**config.mk**
```make
export PLATFORM = sky130hd
export DESIGN_NAME = qmulw_top
export DESIGN_NICKNAME = d
export VERILOG_FILES = /design/src/rtl/qmulw_pkg.sv /design/src/rtl/qmulw_pairsel.sv /design/src/rtl/qmulw_lane.sv /design/src/rtl/qmulw_top.sv
export SDC_FILE = /design/constraint.sdc
export NUM_CORES = 2
export LEC_CHECK = 0
export ABC_AREA = 1
export CAP_MARGIN = 20
export CORE_UTILIZATION = 60
export DETAILED_ROUTE_END_ITERATION = 8
export PLACE_DENSITY_LB_ADDON = 0.15
export SYNTH_ARGS = -nofsm -noshare
export SYNTH_HDL_FRONTEND = slang
export SYNTH_HIERARCHICAL = 1
export SYNTH_SLANG_ARGS = --single-unit
```
**constraint.sdc**
```tcl
create_clock -name clk -period 1 [get_ports clk]
set_input_delay 0.15 -clock clk [delete_from_list [all_inputs] [get_ports clk]]
set_output_delay 0.15 -clock clk [all_outputs]
set_load 0.005 [all_outputs]
```
**src/rtl/qmulw_pkg.sv**
```systemverilog
package qmulw_pkg;

    // Pairing of the operand halves that feed the two products
    typedef enum logic [1:0] {
        PAIR_HIA_LOB  = 2'd0,  // a.hi*b.lo + a.lo*b.lo
        PAIR_CROSS    = 2'd1,  // a.hi*b.lo + a.lo*b.hi
        PAIR_STRAIGHT = 2'd2,  // a.hi*b.hi + a.lo*b.lo
        PAIR_LOA_HIB  = 2'd3   // a.lo*b.hi + a.hi*b.hi
    } pair_mode_e;

endpackage

```
**src/rtl/qmulw_pairsel.sv**
```systemverilog
module qmulw_pairsel
    import qmulw_pkg::*;
#(
    parameter int HALF_W = 16
) (
    input  logic [2*HALF_W-1:0]     opnd_a,
    input  logic [2*HALF_W-1:0]     opnd_b,
    input  pair_mode_e              mode,
    output logic [1:0][HALF_W-1:0]  x_o,
    output logic [1:0][HALF_W-1:0]  y_o
);
    localparam int WORD_W = 2 * HALF_W;

    logic [HALF_W-1:0] a_hi, a_lo, b_hi, b_lo;

    assign a_hi = opnd_a[WORD_W-1:HALF_W];
    assign a_lo = opnd_a[HALF_W-1:0];
    assign b_hi = opnd_b[WORD_W-1:HALF_W];
    assign b_lo = opnd_b[HALF_W-1:0];

    always_comb begin
        x_o = '0;
        y_o = '0;
        unique case (mode)
            PAIR_HIA_LOB: begin
                x_o[0] = a_hi; y_o[0] = b_lo;
                x_o[1] = a_lo; y_o[1] = b_lo;
            end
            PAIR_CROSS: begin
                x_o[0] = a_hi; y_o[0] = b_lo;
                x_o[1] = a_lo; y_o[1] = b_hi;
            end
            PAIR_STRAIGHT: begin
                x_o[0] = a_hi; y_o[0] = b_hi;
                x_o[1] = a_lo; y_o[1] = b_lo;
            end
            PAIR_LOA_HIB: begin
                x_o[0] = a_lo; y_o[0] = b_hi;
                x_o[1] = a_hi; y_o[1] = b_hi;
            end
            default: begin
                x_o = '0;
                y_o = '0;
            end
        endcase
    end

endmodule

```
**src/rtl/qmulw_lane.sv**
```systemverilog
module qmulw_lane #(
    parameter int HALF_W = 16
) (
    input  logic [HALF_W-1:0]    x_i,
    input  logic [HALF_W-1:0]    y_i,
    input  logic                 frac_i,
    output logic [2*HALF_W-1:0]  prod_o
);
    localparam int                WORD_W  = 2 * HALF_W;
    localparam logic [HALF_W-1:0] HALF_MN = {1'b1, {(HALF_W-1){1'b0}}};
    localparam logic [WORD_W-1:0] WORD_MX = {1'b0, {(WORD_W-1){1'b1}}};

    logic signed [WORD_W-1:0] raw;
    logic        [WORD_W-1:0] aligned;
    logic                     clamp;

    always_comb begin
        raw     = $signed(x_i) * $signed(y_i);
        aligned = frac_i ? (raw <<< 1) : raw;
        clamp   = frac_i && (x_i == HALF_MN) && (y_i == HALF_MN);
        prod_o  = clamp ? WORD_MX : aligned;
    end

endmodule

```
**src/rtl/qmulw_top.sv**
```systemverilog
module qmulw_top
    import qmulw_pkg::*;
#(
    parameter int HALF_W = 16,
    parameter int RES_W  = 64
) (
    input  logic                  clk,
    input  logic                  rst_n,
    input  logic                  in_valid,
    input  logic [2*HALF_W-1:0]   opnd_a,
    input  logic [2*HALF_W-1:0]   opnd_b,
    input  logic [1:0]            pair_sel,
    input  logic                  frac_shift,
    output logic                  out_valid,
    output logic [RES_W-1:0]      result
);
    localparam int WORD_W = 2 * HALF_W;
    localparam int EXT_W  = RES_W - WORD_W;
    localparam int SIGN_B = WORD_W + HALF_W;  // sign position of the shifted sum
    localparam int LANES  = 2;

    typedef struct packed {
        logic             valid;
        logic [RES_W-1:0] res;
    } stage_t;

    stage_t st_d, st_q;

    logic [LANES-1:0][HALF_W-1:0] lane_x, lane_y;
    logic [LANES-1:0][WORD_W-1:0] lane_p;
    logic [RES_W-1:0]             sum_ext;

    qmulw_pairsel #(.HALF_W(HALF_W)) u_pairsel (
        .opnd_a (opnd_a),
        .opnd_b (opnd_b),
        .mode   (pair_mode_e'(pair_sel)),
        .x_o    (lane_x),
        .y_o    (lane_y)
    );

    for (genvar g = 0; g < LANES; g++) begin : g_lane
        qmulw_lane #(.HALF_W(HALF_W)) u_lane (
            .x_i    (lane_x[g]),
            .y_i    (lane_y[g]),
            .frac_i (frac_shift),
            .prod_o (lane_p[g])
        );
    end

    always_comb begin
        sum_ext = {{EXT_W{lane_p[0][WORD_W-1]}}, lane_p[0]}
                + {{EXT_W{lane_p[1][WORD_W-1]}}, lane_p[1]};
        st_d       = st_q;
        st_d.valid = in_valid;
        if (in_valid) begin
            st_d.res = sum_ext << HALF_W;
        end
    end

    always_ff @(posedge clk or negedge rst_n) begin
        if (!rst_n) begin
            st_q <= '0;
        end else begin
            st_q <= st_d;
        end
    end

    assign out_valid = st_q.valid;
    assign result    = st_q.res;

    p_valid_follow_r1: assert property (@(posedge clk) disable iff (!rst_n)
        in_valid |=> out_valid);
    p_valid_drop_r1: assert property (@(posedge clk) disable iff (!rst_n)
        !in_valid |=> !out_valid);
    p_hold_idle_r2: assert property (@(posedge clk) disable iff (!rst_n)
        !in_valid |=> $stable(result));
    p_low_zero_r10: assert property (@(posedge clk) disable iff (!rst_n)
        out_valid |-> (result[HALF_W-1:0] == '0));
    p_sign_fill_r11: assert property (@(posedge clk) disable iff (!rst_n)
        out_valid |-> ((&result[RES_W-1:SIGN_B]) || !(|result[RES_W-1:SIGN_B])));

endmodule

```
==> impl_results.md, run 1 <==
- Seq/Total Area, Yosys: 0.0304
- Cells after Synth: 4079
- Distinct cells, synth: 45
- Width of the die: 218 um
- Post-synth top area cell: fa_1
- First Err: [ERROR GRT-0232] Routing congestion too high. Check the congestion heatmap in the GUI.
- Netlist Area Pre-Place: 0.0280 mm2
- Site Rows: 78
- Synth warn: 6
- Antenna violations before repair: 20
- CTS Buf Count: 5
- Clock Path Buffers: 2
- Port Buffer Count: 118
- Final GP Congestion: 0.983
- Post-DP HPWL: 69500 um
- Synth async-reset ratio: 1.00
- CTS Hold Bufs: 0
- Last worst endpoint in the global-route repair_timing: result[48]$_DFFE_PN0P_/D
- Largest net degree at the start of global routing: 39
- Post-synth top area share: 0.376
- Last stage: global routing
- Synth area leaders: fa_1 38%, nand2_1 17%, inv_1 15%
- Worst-path end type: sequential cell input
- Root Buffer: clkbuf_16
- CTS Sinks: 34
- Most used flip-flop cell after synthesis: dfrtp_1
- Die H: 218 um
- I/O pin total: 135
- GRT Overall Usage: 0.737
- Number of synthesized flops with an enable pin: 0
- Top-count cell post-synth: nand2_1
- Seq cells post-synth: 34
- Starting Density: 0.613
- Deepest level of the CTS H-tree: 2
- Total grt overflow: 17
- Mean Syn Cell Area: 6.86 um2
- Most common library cells after synthesis: 1266 x nand2_1, 1124 x inv_1, 525 x fa_1, 199 x nand3_1, 196 x ha_1
- Status: aborted with a tool error
-- cells by family after synthesis --
logic type,synth area share
other cells,0.000134
buf+inv,0.189
fa+ha+maj,0.463
xor+xnor,0.0116
compound gates,0.0325
simple gates,0.274
flops,0.0304
-- through the flow --
stage / worst slack (ns) / utilization / cell area [um2] / instances / setup TNS (ns)
floorplan: -5.33 / - / 30200 / 4094 / -146.05
global placement: -6.38 / 0.755 / 34500 / 5070 / -181.87
detailed placement: -6.44 / 0.755 / 34500 / 5070 / -183.96
CTS: -5.69 / 0.840 / 38400 / 5209 / -166.22
-- layer usage --
layer,GRT usage,GRT overflow
met5,0.508,2
met4,0.650,3
met3,0.620,1
met2,0.892,8
met1,0.733,3
-- timing repair --
| item | CTS |
|---|---|
| setup buffers | 111 |
| resized for setup | 809 |
| cloned | 21 |
| pin swaps | 383 |
| endpoints found under the setup margin | 82 |
==> inputs of run 2 (changes only) <==
--- a/config.mk
+++ b/config.mk
@@ -7,7 +7,7 @@
 export LEC_CHECK = 0
 export ABC_AREA = 1
 export CAP_MARGIN = 20
-export CORE_UTILIZATION = 60
+export CORE_UTILIZATION = 40
 export DETAILED_ROUTE_END_ITERATION = 8
 export PLACE_DENSITY_LB_ADDON = 0.15
 export SYNTH_ARGS = -nofsm -noshare
==> run 2 against run 1 <==
  * The flow now finishes, with violations (negative setup slack)
  * Synthesized cell count unchanged
  * Synthesized area unchanged
==> impl_results.md, run 2 <==
- Post-synth top area cell: fa_1 (unchanged)
- CTS clk-pin slew, worst paths: 0.05 ns
- Port Buffer Count: 118 (unchanged)
- Commonest non-fill, non-tap cell in the layout: nand2_1
- Antenna Nets Post-Route: 0
- Distinct cells, synth: 45 (unchanged)
- Netlist Area Pre-Place: 0.0280 mm2 (unchanged)
- Site Rows: 96 (was 78)
- Final GP Congestion: 0.980 (was 0.983)
- Antenna violations before repair: 1
- Kind of critical path: in -> reg
- Initial DRC Count: 1610
- Root Buffer: clkbuf_16 (unchanged)
- Crit end category: flip-flop
- Ant diodes: 0
- Number of synthesized flops with an enable pin: 0 (unchanged)
- Synth async-reset ratio: 1.00 (unchanged)
- Area fraction in and, or, nand and nor cells after synthesis: 0.274 (unchanged)
- Layout Skew: 0 ns
- Cells after Synth: 4079 (unchanged)
- Total grt overflow: 0
- Fmax: 0.149 GHz
- Final WS setup: -5.69 ns
- Most used cell, CP: nand2_1
- # DRC: 0
- Layout cell share with drive strength beyond 1: 0.364
- CTS Sinks: 34 (unchanged)
- Top layer in use: met4
- Nets: 5498
- Via count: 27000
- Seq cells post-synth: 34 (unchanged)
- RSZ-0062 raised after global routing: yes
- Clock Latency Late Sink: 0.28 ns
- Seq/Total Area, Yosys: 0.0304 (unchanged)
- GRT Overall Usage: 0.264
- Syn-to-layout area delta: 47.5%
- CTS Buf Count: 5 (unchanged)
- Clock Path Buffers: 2 (unchanged)
- Final Instance Count excl. Fillers: 5639
- Critical-path top delay cell: fa_1
- Post-synth top area share: 0.376 (unchanged)
- Status: finished with violations (was aborted with a tool error)
- Setup-failing EPs final: 49
- MaxCap Viol Count: 0
- Metal-1 WL: 40200 um
- DR WL/cell: 16.7 um
- Routed wire length: 94200 um
- Main combinational cell family by area after synthesis: adder cells (unchanged)
- WL met2: 47500 um
- Global-route wire length before repair: 148000 um
- Crit path required time: 1.22 ns
- Post-synthesis adder-cell area fraction: 0.463 (unchanged)
- Critical path startpoint category: input pin
- Post-DP HPWL: 74200 um (was 69500 um)
- Most frequent cells in the layout: 988 x nand2_1, 986 x inv_1, 482 x buf_4
- Mean Syn Cell Area: 6.86 um2 (unchanged)
- Violated checks: negative setup slack
- Fin. max-slew vios: 0
- Starting Density: 0.406 (was 0.613)
- Die H: 266 um (was 218 um)
- CTS Hold Bufs: 0 (unchanged)
- Hold crit path type: in -> async
- Largest net degree at the start of global routing: 48
- Most common library cells after synthesis: 1266 x nand2_1, 1124 x inv_1, 525 x fa_1, 199 x nand3_1, 196 x ha_1 (unchanged)
- Top-count cell post-synth: nand2_1 (unchanged)
- Synth area leaders: fa_1 38%, nand2_1 17%, inv_1 15% (unchanged)
- Deepest level of the CTS H-tree: 2 (unchanged)
- Hold Vio Cnt, Final: 0
- Most used flip-flop cell after synthesis: dfrtp_1 (unchanged)
- Placed cell count: 5431 (was 5070)
- CP peak stage delay: 0.54 ns
- Compound-Gate Fraction of Synth Area: 0.0325 (unchanged)
- I/O pin total: 135 (unchanged)
- Width of the die: 266 um (was 218 um)
- Fin Setup TNS: -161.65 ns
- DRT Pass-1 Iters: 5
- Vias in the first global route: 27800
- Tmin final: 6.69 ns
- XOR/XNOR Fraction of Synth Area: 0.0116 (unchanged)
- Largest register FFs: 33
- Core ar.: 0.0689 mm2
- Fraction of synthesized area in multiplexers: 0 (unchanged)
- Max FO, Critical Path: 7
- DR vias/cell: 4.78
- Met3 Routed Length: 3880 um
- Pre-CTS WS: -6.54 ns (was -6.44 ns)
- CTS tree: yes
- Die area: 0.0710 mm2
- Synth warn: 6 (unchanged)
- Final worst-path cycle share: 6.69
- WP data arrival: 6.91 ns
-- run 2: cell counts after synthesis --
No cell type changed its count.
-- run 2: logic make-up (layout without fill, tap and decap cells) --
kind of cell | count (synthesis) | after routing
xor+xnor | 37 | 37
buf+inv | 1332 | 1944
other cells | 1 | 16
flops | 34 | 34
fa+ha+maj | 721 | 721
compound gates | 160 | 160
simple gates | 1794 | 1796
-- run 2: layout make-up --
class                   count  area [um2]
repair buffers            801        8040
flip-flops and latches     34         851
clock buffers               6         139
inverters                1135        4280
multi-input cells        2730       26800
clock inverters             2        12.5
well taps                 931        1160
fillers                  6272       27700
-- run 2: what timing repair did --
action | CTS | global route
cloned | 15 | 9
hold endpoints to repair | 0 | 0
pin swaps | 219 | 361
setup endpoints to repair | 82 | 71
setup buffers | 70 | 113
gates resized for setup | 559 | 669
-- run 2: stage by stage --
step / area (um2) / utilization / hold WS, ns
2_1_floorplan: 30200 / - / -0.146
3_3_place_gp: 35300 / 0.511 / 0.467
3_5_place_dp: 35300 / 0.511 / 0.469
4_1_cts: 37900 / 0.549 / 0.244
5_1_grt: 41300 / 0.599 / 0.269
6_report: 41300 / 0.599 / 0.241
-- run 2: critical path: cells and delay by family --
kind            cells  cell delay, ns
compound gates      2            0.41
simple gates       16            1.48
fa+ha+maj           8            3.49
buf+inv            11            1.36
-- run 2: path summary, 6_finish.rpt --
check | to | slack [ns] | cells past startpoint | from
max in group asynchronous | result[21]$_DFFE_PN0P_ | 0.58 | 2 | rst_n
hold / removal | result[35]$_DFFE_PN0P_ | 0.24 | 2 | rst_n
hold reg to reg | result[37]$_DFFE_PN0P_ | 0.47 | 2 | result[37]$_DFFE_PN0P_
setup reg to reg | result[48]$_DFFE_PN0P_ | 0.23 | 3 | result[48]$_DFFE_PN0P_
min in group clk | result[37]$_DFFE_PN0P_ | 0.47 | 2 | result[37]$_DFFE_PN0P_
setup / recovery | result[48]$_DFFE_PN0P_ | -5.69 | 37 | pair_sel[1]
-- run 2: metal layers --
| layer | track usage | vias to the layer above |
|---|---|---|
| met2 | 0.474 | 607 |
| met1 | 0.346 | 13300 |
| met4 | 0.0562 | 0 |
| met3 | 0.0183 | 145 |
| met5 | 0 | - |
| li1 | - | 13000 |
Power of run 2 is not shown: default switching activity piles up to over one toggle a cycle in this logic, so the estimate is an artifact.
